$ cat config.mk
export PLATFORM = sky130hd
export DESIGN_NAME = cmp_pattern_out
export DESIGN_NICKNAME = d
export VERILOG_FILES = /design/src/rtl/cmp_pattern_pkg.sv /design/src/rtl/cmp_pattern_ctrl.sv /design/src/rtl/cmp_pattern_dpath.sv /design/src/rtl/cmp_pattern_out.sv
export SDC_FILE = /design/constraint.sdc
export NUM_CORES = 1
export LEC_CHECK = 0
export ABC_AREA = 1
export ABC_CLOCK_PERIOD_IN_PS = 1300
export BUFFER_PORTS_ARGS = -buffer_cell sky130_fd_sc_hd__buf_2
export CAP_MARGIN = 0
export CORE_UTILIZATION = 40
export CTS_CLUSTER_DIAMETER = 150
export DETAILED_ROUTE_END_ITERATION = 10
export PLACE_DENSITY = 0.67
export SETUP_SLACK_MARGIN = 0.2
export SKIP_CTS_REPAIR_TIMING = 1
export SYNTH_ARGS = -nofsm -noshare
export SYNTH_HDL_FRONTEND = slang
export SYNTH_HIERARCHICAL = 1
export SYNTH_SLANG_ARGS = --single-unit
$ cat constraint.sdc
create_clock -name clk -period 1.3 [get_ports clk]
set_input_delay 0 -clock clk [delete_from_list [all_inputs] [get_ports clk]]
set_output_delay 0 -clock clk [all_outputs]
set_load 0.01 [all_outputs]
$ cat src/rtl/cmp_pattern_pkg.sv
package cmp_pattern_pkg;
  localparam int N_BITS   = 16;
  localparam int BYTE_W   = 8;
  localparam int N_BYTES  = N_BITS / BYTE_W;
  localparam int GRP_W    = 4;
  localparam int N_GROUPS = N_BITS / GRP_W;
  localparam int N_STROBE = 4;
  localparam int SEL_W    = $clog2(N_STROBE);
  localparam int ADDR_W   = 3;

  typedef enum logic [ADDR_W-1:0] {
    RA_NEXT_LO = 3'd0,
    RA_NEXT_HI = 3'd1,
    RA_EN_LO   = 3'd2,
    RA_EN_HI   = 3'd3,
    RA_TRIG    = 3'd4,
    RA_PORT_LO = 3'd5,
    RA_PORT_HI = 3'd6,
    RA_NONE    = 3'd7
  } regAddrE;

  // strobes from control to datapath
  typedef struct packed {
    logic [N_BYTES-1:0]  wrNext;
    logic [N_BYTES-1:0]  wrEn;
    logic [N_BYTES-1:0]  wrPort;
    logic                rdStb;
    logic [N_GROUPS-1:0] grpFire;
  } ctrlStbT;
endpackage

$ cat src/rtl/cmp_pattern_ctrl.sv
module cmp_pattern_ctrl
  import cmp_pattern_pkg::*;
(
  input  logic                      clk,
  input  logic                      rstN,
  input  logic                      standby,
  input  logic                      busSel,
  input  logic                      busWr,
  input  logic [ADDR_W-1:0]         busAddr,
  input  logic [BYTE_W-1:0]         busWdata,
  input  logic [N_STROBE-1:0]       cmpStrobe,
  output ctrlStbT                   stb,
  output logic [N_GROUPS*SEL_W-1:0] trigCtl
);
  logic    live;
  logic    wrAcc;
  regAddrE addr;

  assign live  = !standby;
  assign wrAcc = busSel && busWr && live;
  assign addr  = regAddrE'(busAddr);

  always_ff @(posedge clk or negedge rstN) begin
    if (!rstN) begin
      trigCtl <= '0;
    end else if (wrAcc && addr == RA_TRIG) begin
      trigCtl <= busWdata[N_GROUPS*SEL_W-1:0];
    end
  end

  assign stb.wrNext = {wrAcc && addr == RA_NEXT_HI, wrAcc && addr == RA_NEXT_LO};
  assign stb.wrEn   = {wrAcc && addr == RA_EN_HI,   wrAcc && addr == RA_EN_LO};
  assign stb.wrPort = {wrAcc && addr == RA_PORT_HI, wrAcc && addr == RA_PORT_LO};
  assign stb.rdStb  = busSel && !busWr;

  for (genvar g = 0; g < N_GROUPS; g++) begin : g_fire
    assign stb.grpFire[g] = live && cmpStrobe[trigCtl[g*SEL_W +: SEL_W]];
  end
endmodule

$ cat src/rtl/cmp_pattern_dpath.sv
module cmp_pattern_dpath
  import cmp_pattern_pkg::*;
(
  input  logic                      clk,
  input  logic                      rstN,
  input  ctrlStbT                   stb,
  input  logic [ADDR_W-1:0]         busAddr,
  input  logic [BYTE_W-1:0]         busWdata,
  input  logic [N_GROUPS*SEL_W-1:0] trigCtl,
  output logic [N_BITS-1:0]         nextBits,
  output logic [N_BITS-1:0]         enBits,
  output logic [N_BITS-1:0]         portBits,
  output logic [BYTE_W-1:0]         rdData
);
  logic [BYTE_W-1:0] rdMux;

  always_ff @(posedge clk or negedge rstN) begin
    if (!rstN) begin
      nextBits <= '0;
      enBits   <= '0;
      portBits <= '0;
    end else begin
      for (int b = 0; b < N_BYTES; b++) begin
        if (stb.wrNext[b]) nextBits[b*BYTE_W +: BYTE_W] <= busWdata;
        if (stb.wrEn[b])   enBits[b*BYTE_W +: BYTE_W]   <= busWdata;
      end
      for (int i = 0; i < N_BITS; i++) begin
        if (stb.grpFire[i/GRP_W] && enBits[i]) begin
          portBits[i] <= nextBits[i];
        end else if (stb.wrPort[i/BYTE_W]) begin
          portBits[i] <= busWdata[i%BYTE_W];
        end
      end
    end
  end

  always_comb begin
    rdMux = '0;
    case (regAddrE'(busAddr))
      RA_NEXT_LO: rdMux = nextBits[BYTE_W-1:0];
      RA_NEXT_HI: rdMux = nextBits[N_BITS-1:BYTE_W];
      RA_EN_LO:   rdMux = enBits[BYTE_W-1:0];
      RA_EN_HI:   rdMux = enBits[N_BITS-1:BYTE_W];
      RA_TRIG:    rdMux = BYTE_W'(trigCtl);
      RA_PORT_LO: rdMux = portBits[BYTE_W-1:0];
      RA_PORT_HI: rdMux = portBits[N_BITS-1:BYTE_W];
      default:    rdMux = '0;
    endcase
  end

  always_ff @(posedge clk or negedge rstN) begin
    if (!rstN) begin
      rdData <= '0;
    end else if (stb.rdStb) begin
      rdData <= rdMux;
    end
  end
endmodule

$ cat src/rtl/cmp_pattern_out.sv
module cmp_pattern_out
  import cmp_pattern_pkg::*;
(
  input  logic                clk,
  input  logic                rstN,
  input  logic                standby,
  input  logic                busSel,
  input  logic                busWr,
  input  logic [ADDR_W-1:0]   busAddr,
  input  logic [BYTE_W-1:0]   busWdata,
  output logic [BYTE_W-1:0]   busRdata,
  input  logic [N_STROBE-1:0] cmpStrobe,
  output logic [N_BITS-1:0]   patOut
);
  ctrlStbT                   stb;
  logic [N_GROUPS*SEL_W-1:0] trigCtl;
  logic [N_BITS-1:0]         nextBits;
  logic [N_BITS-1:0]         enBits;

  cmp_pattern_ctrl u_ctrl (
    .clk       (clk),
    .rstN      (rstN),
    .standby   (standby),
    .busSel    (busSel),
    .busWr     (busWr),
    .busAddr   (busAddr),
    .busWdata  (busWdata),
    .cmpStrobe (cmpStrobe),
    .stb       (stb),
    .trigCtl   (trigCtl)
  );

  cmp_pattern_dpath u_dpath (
    .clk      (clk),
    .rstN     (rstN),
    .stb      (stb),
    .busAddr  (busAddr),
    .busWdata (busWdata),
    .trigCtl  (trigCtl),
    .nextBits (nextBits),
    .enBits   (enBits),
    .portBits (patOut),
    .rdData   (busRdata)
  );
endmodule

==> results of run 1 <==
## critical path, cell delays in order (launching register included)
cell and delay [ns]:
dfrtp_1 0.43, nand2_1 0.12, nand3_2 0.09, a21oi_2 0.14, buf_6 0.15, nand2_1 0.08
nor2_1 0.11, a31oi_1 0.06
## sequential cells by signal (all words and copies together), names as in the netlist
name	cells
u_dpath/enBits	16
u_dpath/portBits	16
u_ctrl/trigCtl	8
u_dpath/rdData	8
u_dpath/nextBits	16
## cell families (layout without fill, tap and decap cells)
kind of cell,after synthesis,after routing,share of synthesized area (%)
compound gates,53,53,8.11
flops,64,64,46.5
simple gates,276,276,35.8
buf+inv,57,131,7.63
mux,6,6,1.96
## Yosys cell counts (2+ instances only)
cell type  instances
nor2_1            62
nand3_1           36
nand2_2            2
o21ai_0           14
nand2_1          134
a31oi_1            9
buf_6              4
o21ai_1            5
nor3_2             3
nor2_4             3
inv_4              2
a21oi_1           24
inv_1             30
dfrtp_1           64
mux2_2             6
nand4_1           33
clkbuf_1           7
nand2_4            2
buf_2              8
inv_2              5
## power groups by stage
stage,Sequential (mW),Combinational (mW),Clock (mW)
2_1_floorplan,3.13,0.929,0
3_3_place_gp,3.13,1.68,0
3_5_place_dp,3.15,1.73,0
4_1_cts,3.12,1.74,1.49
5_1_grt,3.19,2.19,1.58
6_report,3.13,1.97,1.48
## layer usage
layer	track usage [%]	vias to the layer above	part of all wire (%)	wire [um]
met5	0	-	0	0
met4	9.85	0	2.3	232
met3	5.31	24	5.9	598
met2	37.7	129	48	4820
met1	30.6	1574	44	4460
li1	-	1640	-	-
## cell type report
class / instances / area share, %
Timing Repair Buffer: 80 / 12.4
Clock inverter: 4 / 0.528
Tap cell: 105 / 3.08
Multi-Input combinational cell: 335 / 39.8
Inverter: 37 / 3.38
Clock buffer: 10 / 3.23
Sequential cell: 64 / 37.6
## per-stage QoR
step	std cells	hold WS [ns]
floorplan	456	-0.296
global placement	608	0.0430
detailed placement	608	0.0426
CTS	622	-0.331
global route	635	0.000449
finish	635	-0.0381
## path summary, 6_finish.rpt
path | slack (ns) | end | start
worst max-delay path | 0.002 | u_dpath/portBits[0]$_DFFE_PN0P_ | u_ctrl/trigCtl[0]$_DFFE_PN0P_
worst min-delay path | -0.04 | u_dpath/nextBits[15]$_DFFE_PN0P_ | busWdata[7]
worst max register to register | 0.002 | u_dpath/portBits[0]$_DFFE_PN0P_ | u_ctrl/trigCtl[0]$_DFFE_PN0P_
worst min register to register | 0.47 | u_dpath/rdData[3]$_DFFE_PN0P_ | u_dpath/rdData[3]$_DFFE_PN0P_
max in group asynchronous | 0.83 | u_dpath/nextBits[15]$_DFFE_PN0P_ | rstN
min in group asynchronous | 0.19 | u_dpath/rdData[3]$_DFFE_PN0P_ | rstN
==> impl_metrics.csv, run 1 <==
group,metric,value,unit
run_status,status,"finished with violations",
run_status,violations,"hold timing",
timing,relSlewSlack,75.3,%
final_layout,seqCellArea,0.00160,mm2
yosys,synth_ff_type,"dfrtp_1",
global_routing,grt_pass1_vias,3194,
clocking,clockBufferDepth,2,
final_layout,final_area,0.00426,mm2
floorplanning,rows,33,
placed_design,port_buffers,43,
timing,skew,0.00866,ns
timing,min_period,1.30,ns
timing,rsz0062_at_grt,"true",
detailed_routing,vias,3367,
final_layout,drive_gt1_share,27.0,%
final_layout,num_antenna_cells,0,
clocking,clk_latency,0.35,ns
yosys,avgSynthCellArea,7.55,um2
yosys,seq_area_frac_synth,46.5,%
detailed_routing,drt_iter0_markers,288,
power_and_ir_drop,p_clk_share,22.5,%
yosys,synth_area_leaders,"dfrtp_1 47%, nand2_1 15%, nor2_1 6.8%",
power_and_ir_drop,switching_share,37.0,%
yosys,ys_ff_latch,64,
global_routing,grt_max_degree,65,
worst_setup_path,crit_fanout,7,
global_routing,antenna_found_initial,0,
clocking,clock_sinks,64,
final_layout,final_common_cell,"nand2_1",
detailed_routing,wire_per_inst,15.9,um
yosys,syn-num-nets,476,
hold_path,hold-path-cell-count,3,
timing,tightest_slew,0.370,ns
timing,slew_viol_final,0,
placed_design,pre_cts_ws,0.00226,ns
worst_setup_path,rr_worst_depth,7,
worst_setup_path,cp.required,1.53,ns
detailed_routing,first_pass_iters,7,
timing,max_freq,0.771,GHz
yosys,synth_top_cell_by_area,"dfrtp_1",
detailed_routing,drc,0,
floorplanning,die_y,94.8,um
power_and_ir_drop,p_int,4.14,mW
floorplanning,initial_core_util,41.7,%
yosys,yosysUniqueCellTypes,23,
placed_design,place.gp.congestion,0.849,
floorplanning,io_pins,44,
global_routing,grt-ovfl-total,0,
yosys,async_reset_ff_share,100,%
floorplanning,fp.coreArea,0.00826,mm2
floorplanning,die_x,94.8,um
yosys,synth-edff-count,0,
placed_design,dpl.hpwl,7240,um
worst_setup_path,timing.critical_path.to_type,"register",
flow_run,cap_violations,0,
yosys,synthCells,456,
final_layout,utilization,51.6,%
timing,setup_viol,0,
yosys,syn-cell-area,0.00344,mm2
power_and_ir_drop,switchingPower,2.43,mW
timing,whs,-0.0381,ns
power_and_ir_drop,vdd_ir_drop_max,0.911,mV
power_and_ir_drop,seqPwrFrac,47.6,%
yosys,yosysWarnings,6,
timing,timing_hold_violations_final,2,
worst_setup_path,worst_ep_arrival_time,1.52,ns
power_and_ir_drop,power.density,1540,mW/mm2
clocking,clkSlewWorstSetupHoldPaths,0.07,ns
final_layout,mostFrequentLayoutCells,"123 x nand2_1, 64 x dfrtp_1, 55 x nor2_1",
power_and_ir_drop,finalPower,6.57,mW
timing,finalSetupTns,0,ns
timing,period_share,99.8,%
worst_setup_path,setup.worst_path.start_class,"register",
final_layout,areaGrowthSynthToFinish,23.8,%
power_and_ir_drop,combPwrFrac,29.9,%
clocking,htreeDepth,3,
detailed_routing,routed_wl,10100,um
clocking,cts_tree,"done",
global_routing,grt.total_usage,23.6,%
clocking,cts_buffers,9,
final_layout,final_nets,547,
hold_path,min_path_type,"in -> reg",
detailed_routing,via_per_inst,5.30,
global_routing,grt_pass1_wl,15600,um
power_and_ir_drop,p_leak,2.15,nW
final_layout,nFillCells,827,
clocking,cts_root_buf,"clkbuf_8",
final_layout,multi_input_area,0.00170,mm2
timing,setup_slack,0.00230,ns
detailed_routing,drtAntennaViolNets,0,
worst_setup_path,path_class,"reg -> reg",
yosys,netlist.area_leader.share,46.5,%
floorplanning,design.die.area,0.00898,mm2
placed_design,dpl_cell_area,0.00388,mm2
No activity file was read; power rests on OpenSTA's default activity.
==> inputs of run 2 (changes only) <==
--- a/config.mk
+++ b/config.mk
@@ -9,10 +9,12 @@
 export ABC_CLOCK_PERIOD_IN_PS = 1300
 export BUFFER_PORTS_ARGS = -buffer_cell sky130_fd_sc_hd__buf_2
 export CAP_MARGIN = 0
-export CORE_UTILIZATION = 40
+export CELL_PAD_IN_SITES_DETAIL_PLACEMENT = 1
+export CELL_PAD_IN_SITES_GLOBAL_PLACEMENT = 1
+export CORE_UTILIZATION = 38
 export CTS_CLUSTER_DIAMETER = 150
 export DETAILED_ROUTE_END_ITERATION = 10
-export PLACE_DENSITY = 0.67
+export PLACE_DENSITY = 0.81
 export SETUP_SLACK_MARGIN = 0.2
 export SKIP_CTS_REPAIR_TIMING = 1
 export SYNTH_ARGS = -nofsm -noshare
==> impl_metrics.csv, run 2 (same netlist as run 1, synthesis figures left out) <==
group,metric,value,unit
global_routing,grt_max_degree,65,
worst_setup_path,cp.required,1.53,ns
worst_setup_path,rrSetupSlack,-0.07,ns
floorplanning,die_x,97.2,um
global_routing,grt_pass1_vias,3766,
floorplanning,die_y,97.2,um
floorplanning,fp.coreArea,0.00876,mm2
clocking,cts_buffers,9,
run_status,status,"finished with violations",
timing,slew_viol_final,0,
timing,finalSetupTns,-0.206,ns
global_routing,antenna_found_initial,0,
timing,skew,0.0146,ns
worst_setup_path,worst_ep_arrival_time,1.59,ns
detailed_routing,vias,3607,
clocking,clock_sinks,64,
timing,relSlewSlack,75.6,%
worst_setup_path,worstSetupStartpoint,"u_ctrl/trigCtl[2]$_DFFE_PN0P_",
final_layout,final_area,0.00439,mm2
power_and_ir_drop,p_leak,2.20,nW
global_routing,grt.total_usage,25.6,%
final_layout,mostFrequentLayoutCells,"117 x nand2_1, 59 x dfrtp_1, 54 x nor2_1",
worst_setup_path,r2r_end,"u_dpath/portBits[5]$_DFFE_PN0P_",
final_layout,areaGrowthSynthToFinish,27.6,%
worst_setup_path,rr_startpoint,"u_ctrl/trigCtl[2]$_DFFE_PN0P_",
placed_design,place.gp.congestion,0.858,
clocking,cts_tree,"done",
final_layout,top_regs,"u_dpath/enBits: 16 flops, u_dpath/nextBits: 16 flops, u_dpath/portBits: 16 flops",
power_and_ir_drop,power.density,1620,mW/mm2
worst_setup_path,slowest_stage,"dfrtp_2",
final_layout,final_common_cell,"nand2_1",
final_layout,nFillCells,1088,
worst_setup_path,setup.worst_path.start_class,"register",
global_routing,grt-ovfl-total,0,
worst_setup_path,crit_fanout,5,
detailed_routing,wire_per_inst,18.9,um
floorplanning,io_pins,44,
detailed_routing,drt_iter0_markers,177,
worst_setup_path,path_delay_family,"simple AND/OR/NAND/NOR gates",
detailed_routing,via_per_inst,5.62,
floorplanning,rows,34,
placed_design,dpl.hpwl,8540,um
floorplanning,design.die.area,0.00944,mm2
worst_setup_path,path_class,"reg -> reg",
detailed_routing,drtAntennaViolNets,0,
clocking,htreeDepth,3,
power_and_ir_drop,finalPower,7.12,mW
global_routing,grt_pass1_wl,19000,um
worst_setup_path,rr_worst_depth,7,
worst_setup_path,path_buf_inv,1,
timing,rsz0062_at_grt,"true",
timing,tightest_slew,0.366,ns
worst_setup_path,endpoint,"u_dpath/portBits[5]$_DFFE_PN0P_",
clocking,cts_root_buf,"clkbuf_8",
final_layout,drive_gt1_share,30.3,%
detailed_routing,first_pass_iters,7,
detailed_routing,drc,0,
run_status,violations,"setup timing",
timing,setup_slack,-0.0657,ns
power_and_ir_drop,vdd_ir_drop_max,0.855,mV
floorplanning,initial_core_util,39.3,%
worst_setup_path,critical_path.most_common_cell,"nand2_1",
timing,min_period,1.37,ns
worst_setup_path,slowest_delay,0.43,ns
final_layout,multi_input_area,0.00174,mm2
placed_design,dpl_cell_area,0.00387,mm2
worst_setup_path,timing.critical_path.to_type,"register",
detailed_routing,routed_wl,12100,um
worst_setup_path,crit_cells,7,
worst_setup_path,path_cells,"inv_2, nand2_1, nand3_2, a21oi_4, nand2_1, nor2_2, a31oi_1",
timing,max_freq,0.732,GHz
timing,timing_hold_violations_final,0,
clocking,clk_latency,0.35,ns
placed_design,port_buffers,43,
timing,setup_viol,8,
hold_path,min_path_type,"in -> reg",
timing,period_share,105,%
clocking,clockBufferDepth,2,
clocking,clkSlewWorstSetupHoldPaths,0.07,ns
final_layout,seqCellArea,0.00161,mm2
final_layout,num_antenna_cells,0,
flow_run,cap_violations,0,
final_layout,final_nets,549,
## run 2: cell count changes in the layout (fill, tap and decap cells not counted), sizes merged
cell / delta
clkinv: -2
clkinvlp: -1
buf: +2
bufinv: +1
clkbuf: +4
## run 2: per-layer routing
metal  track usage [%]  up-vias  wire (um)
li1                  -     1651          -
met1              30.8     1819       5010
met2              44.8      112       6280
met3              5.32       25        528
met4              9.41        0        300
met5                 0        -          0
## run 2: final cells by class
cell class,instances,area share (%)
timing repair buffer,82,12.6
tap,108,3.08
clock inverter,2,0.797
clock buffer,14,4.16
inverter,37,3.28
multi-input combinational,335,39.5
sequential,64,36.6
## run 2: worst min path at each step
stage / startpoint / end / slack (ns) / cells after the start
after floorplan: rstN / u_ctrl/trigCtl[0]$_DFFE_PN0P_ / -0.30 / 0
after global placement: rstN / u_dpath/rdData[4]$_DFFE_PN0P_ / 0.04 / 2
after detailed placement: rstN / u_dpath/rdData[4]$_DFFE_PN0P_ / 0.05 / 2
after CTS: rstN / u_dpath/rdData[4]$_DFFE_PN0P_ / -0.33 / 2
after global routing: busWdata[6] / u_dpath/portBits[6]$_DFFE_PN0P_ / 0.01 / 3
final: busWdata[6] / u_dpath/portBits[6]$_DFFE_PN0P_ / 0.01 / 3
## run 2: where the power goes
part	switching (mW)	leakage, nW	internal (mW)
registers	0.565	0.771	2.58
clock network	0.770	0.113	1.09
logic	1.21	1.31	0.895
## run 2: tightest hold or removal path: stages
cell	delay (ns)
buf_2	0.16
nand2_1	0.08
a31oi_1	0.07
## run 2: metrics by stage
step           cells  setup slack [ns]  hold slack (ns)  util [%]
2_1_floorplan    456             0.168           -0.296         -
3_3_place_gp     610            0.0549           0.0421      44.2
3_5_place_dp     610            -0.101           0.0460      44.2
4_1_cts          626            -0.137           -0.334      46.7
5_1_grt          642           -0.0859           0.0116      50.1
6_report         642           -0.0657          0.00990      50.1
==> inputs of run 3 (changes only) <==
--- a/config.mk
+++ b/config.mk
@@ -9,7 +9,7 @@
 export ABC_CLOCK_PERIOD_IN_PS = 1300
 export BUFFER_PORTS_ARGS = -buffer_cell sky130_fd_sc_hd__buf_2
 export CAP_MARGIN = 0
-export CELL_PAD_IN_SITES_DETAIL_PLACEMENT = 1
+export CELL_PAD_IN_SITES_DETAIL_PLACEMENT = 0
 export CELL_PAD_IN_SITES_GLOBAL_PLACEMENT = 1
 export CORE_UTILIZATION = 38
 export CTS_CLUSTER_DIAMETER = 150
@@ -17,6 +17,7 @@
 export PLACE_DENSITY = 0.81
 export SETUP_SLACK_MARGIN = 0.2
 export SKIP_CTS_REPAIR_TIMING = 1
+export SKIP_LAST_GASP = 1
 export SYNTH_ARGS = -nofsm -noshare
 export SYNTH_HDL_FRONTEND = slang
 export SYNTH_HIERARCHICAL = 1
==> impl_metrics.csv, run 3 (same netlist as run 1, synthesis figures left out) <==
group,metric,value,unit
run_status,status,"finished clean",
timing,max_freq,0.777,GHz
power_and_ir_drop,power.density,1570,mW/mm2
timing,period_share,99.0,%
flow_run,cap_violations,0,
final_layout,final_common_cell,"nand2_1",
timing,slew_viol_final,0,
worst_setup_path,cp.required,1.53,ns
placed_design,port_buffers,43,
detailed_routing,vias,3431,
timing,relSlewSlack,75.3,%
final_layout,final_area,0.00435,mm2
timing,tightest_slew,0.370,ns
final_layout,areaGrowthSynthToFinish,26.4,%
final_layout,mostFrequentLayoutCells,"118 x nand2_1, 63 x dfrtp_1, 53 x nor2_1",
final_layout,num_antenna_cells,0,
detailed_routing,routed_wl,10400,um
detailed_routing,via_per_inst,5.34,
final_layout,nFillCells,859,
timing,timing_hold_violations_final,0,
global_routing,grt_pass1_wl,16400,um
detailed_routing,drtAntennaViolNets,0,
clocking,clock_sinks,64,
clocking,cts_root_buf,"clkbuf_8",
timing,rsz0062_at_grt,"true",
power_and_ir_drop,p_leak,2.18,nW
detailed_routing,drt_iter0_markers,209,
placed_design,place.gp.congestion,0.858,
worst_setup_path,crit_fanout,5,
clocking,clkSlewWorstSetupHoldPaths,0.07,ns
clocking,htreeDepth,3,
global_routing,grt.total_usage,22.5,%
floorplanning,io_pins,44,
placed_design,dp_cells,610,
floorplanning,initial_core_util,39.3,%
final_layout,top_regs,"u_dpath/enBits: 16 flops, u_dpath/nextBits: 16 flops, u_dpath/portBits: 16 flops",
clocking,cts_tree,"done",
floorplanning,fp.coreArea,0.00876,mm2
global_routing,gr-usage-met3,5.54,%
clocking,clockBufferDepth,2,
detailed_routing,drc,0,
worst_setup_path,path_class,"reg -> reg",
final_layout,drive_gt1_share,28.8,%
global_routing,grt_use_met1,29.3,%
global_routing,met2_usage,36.6,%
timing,min_period,1.29,ns
timing,skew,0.0118,ns
floorplanning,die_x,97.2,um
floorplanning,design.die.area,0.00944,mm2
global_routing,grt-ovfl-total,0,
clocking,clk_latency,0.35,ns
global_routing,grt_max_degree,65,
power_and_ir_drop,vdd_ir_drop_max,0.952,mV
floorplanning,die_y,97.2,um
clocking,cts_buffers,9,
floorplanning,rows,34,
global_routing,antenna_found_initial,0,
final_layout,finalNonFillerCells,642,
global_routing,grt_pass1_vias,3187,
final_layout,final_nets,550,
placed_design,dpl.hpwl,7470,um
detailed_routing,first_pass_iters,4,
worst_setup_path,timing.critical_path.to_type,"register",
global_routing,busiest_layer,"met2",
worst_setup_path,setup.worst_path.start_class,"register",
hold_path,min_path_type,"in -> reg",
detailed_routing,wire_per_inst,16.2,um
worst_setup_path,worst_ep_arrival_time,1.52,ns
timing,setup_viol,0,
placed_design,dpl_cell_area,0.00387,mm2
run 3: routing by layer:
layer  vias to the layer above  routed length (um)
li1                       1654                   -
met1                      1657                4530
met2                       103                5110
met3                        17                 564
met4                         0                 185
met5                         -                   0
run 3: through the flow:
step / worst slack, ns / hold slack, ns / TNS [ns] / total power, mW / util (%)
finish: 0.0124 / 0.0876 / 0 / 6.84 / 49.6
global route: -0.0408 / 0.0959 / -0.228 / 7.27 / 49.6
floorplan: 0.168 / -0.296 / 0 / 4.06 / -
CTS: -0.0112 / -0.336 / -0.0112 / 6.61 / 46.3
global placement: 0.0549 / 0.0421 / 0 / 4.84 / 44.2
detailed placement: 0.00298 / 0.0439 / 0 / 4.90 / 44.2
run 3: area by class of cell:
cell class / instances / area, um2 / area share, %
clock inverter: 3 / 42.5 / 0.978
timing repair buffer: 83 / 554 / 12.7
tap: 108 / 135 / 3.11
multi-input combinational: 335 / 1730 / 39.7
inverter: 37 / 144 / 3.31
sequential: 64 / 1600 / 36.9
clock buffer: 12 / 145 / 3.34
run 3: worst paths after layout:
| kind | start | to | slack [ns] | depth (start not counted) |
|---|---|---|---|---|
| max | u_ctrl/trigCtl[4]$_DFFE_PN0P_ | u_dpath/portBits[8]$_DFFE_PN0P_ | 0.01 | 6 |
| min | busWr | u_dpath/rdData[2]$_DFFE_PN0P_ | 0.09 | 5 |
| max reg2reg | u_ctrl/trigCtl[4]$_DFFE_PN0P_ | u_dpath/portBits[8]$_DFFE_PN0P_ | 0.01 | 6 |
| min reg2reg | u_dpath/rdData[2]$_DFFE_PN0P_ | u_dpath/rdData[2]$_DFFE_PN0P_ | 0.48 | 2 |
| max in group asynchronous | rstN | u_dpath/nextBits[7]$_DFFE_PN0P_ | 0.79 | 3 |
| min in group asynchronous | rstN | u_dpath/rdData[6]$_DFFE_PN0P_ | 0.19 | 3 |
run 3: power breakdown:
part           internal, mW  leakage [nW]  switching, mW
combinational         0.891          1.31           1.14
sequential             2.58         0.776          0.549
clock                 0.926        0.0925          0.755
total                  4.40          2.18           2.44
run 3: critical path, stage by stage, from the launching register on:
cell and delay (ns):
dfrtp_2 0.45, nand2_1 0.10, nand3_2 0.12, a21oi_4 0.25
nand2_2 0.09, o211ai_1 0.09, o21ai_1 0.09
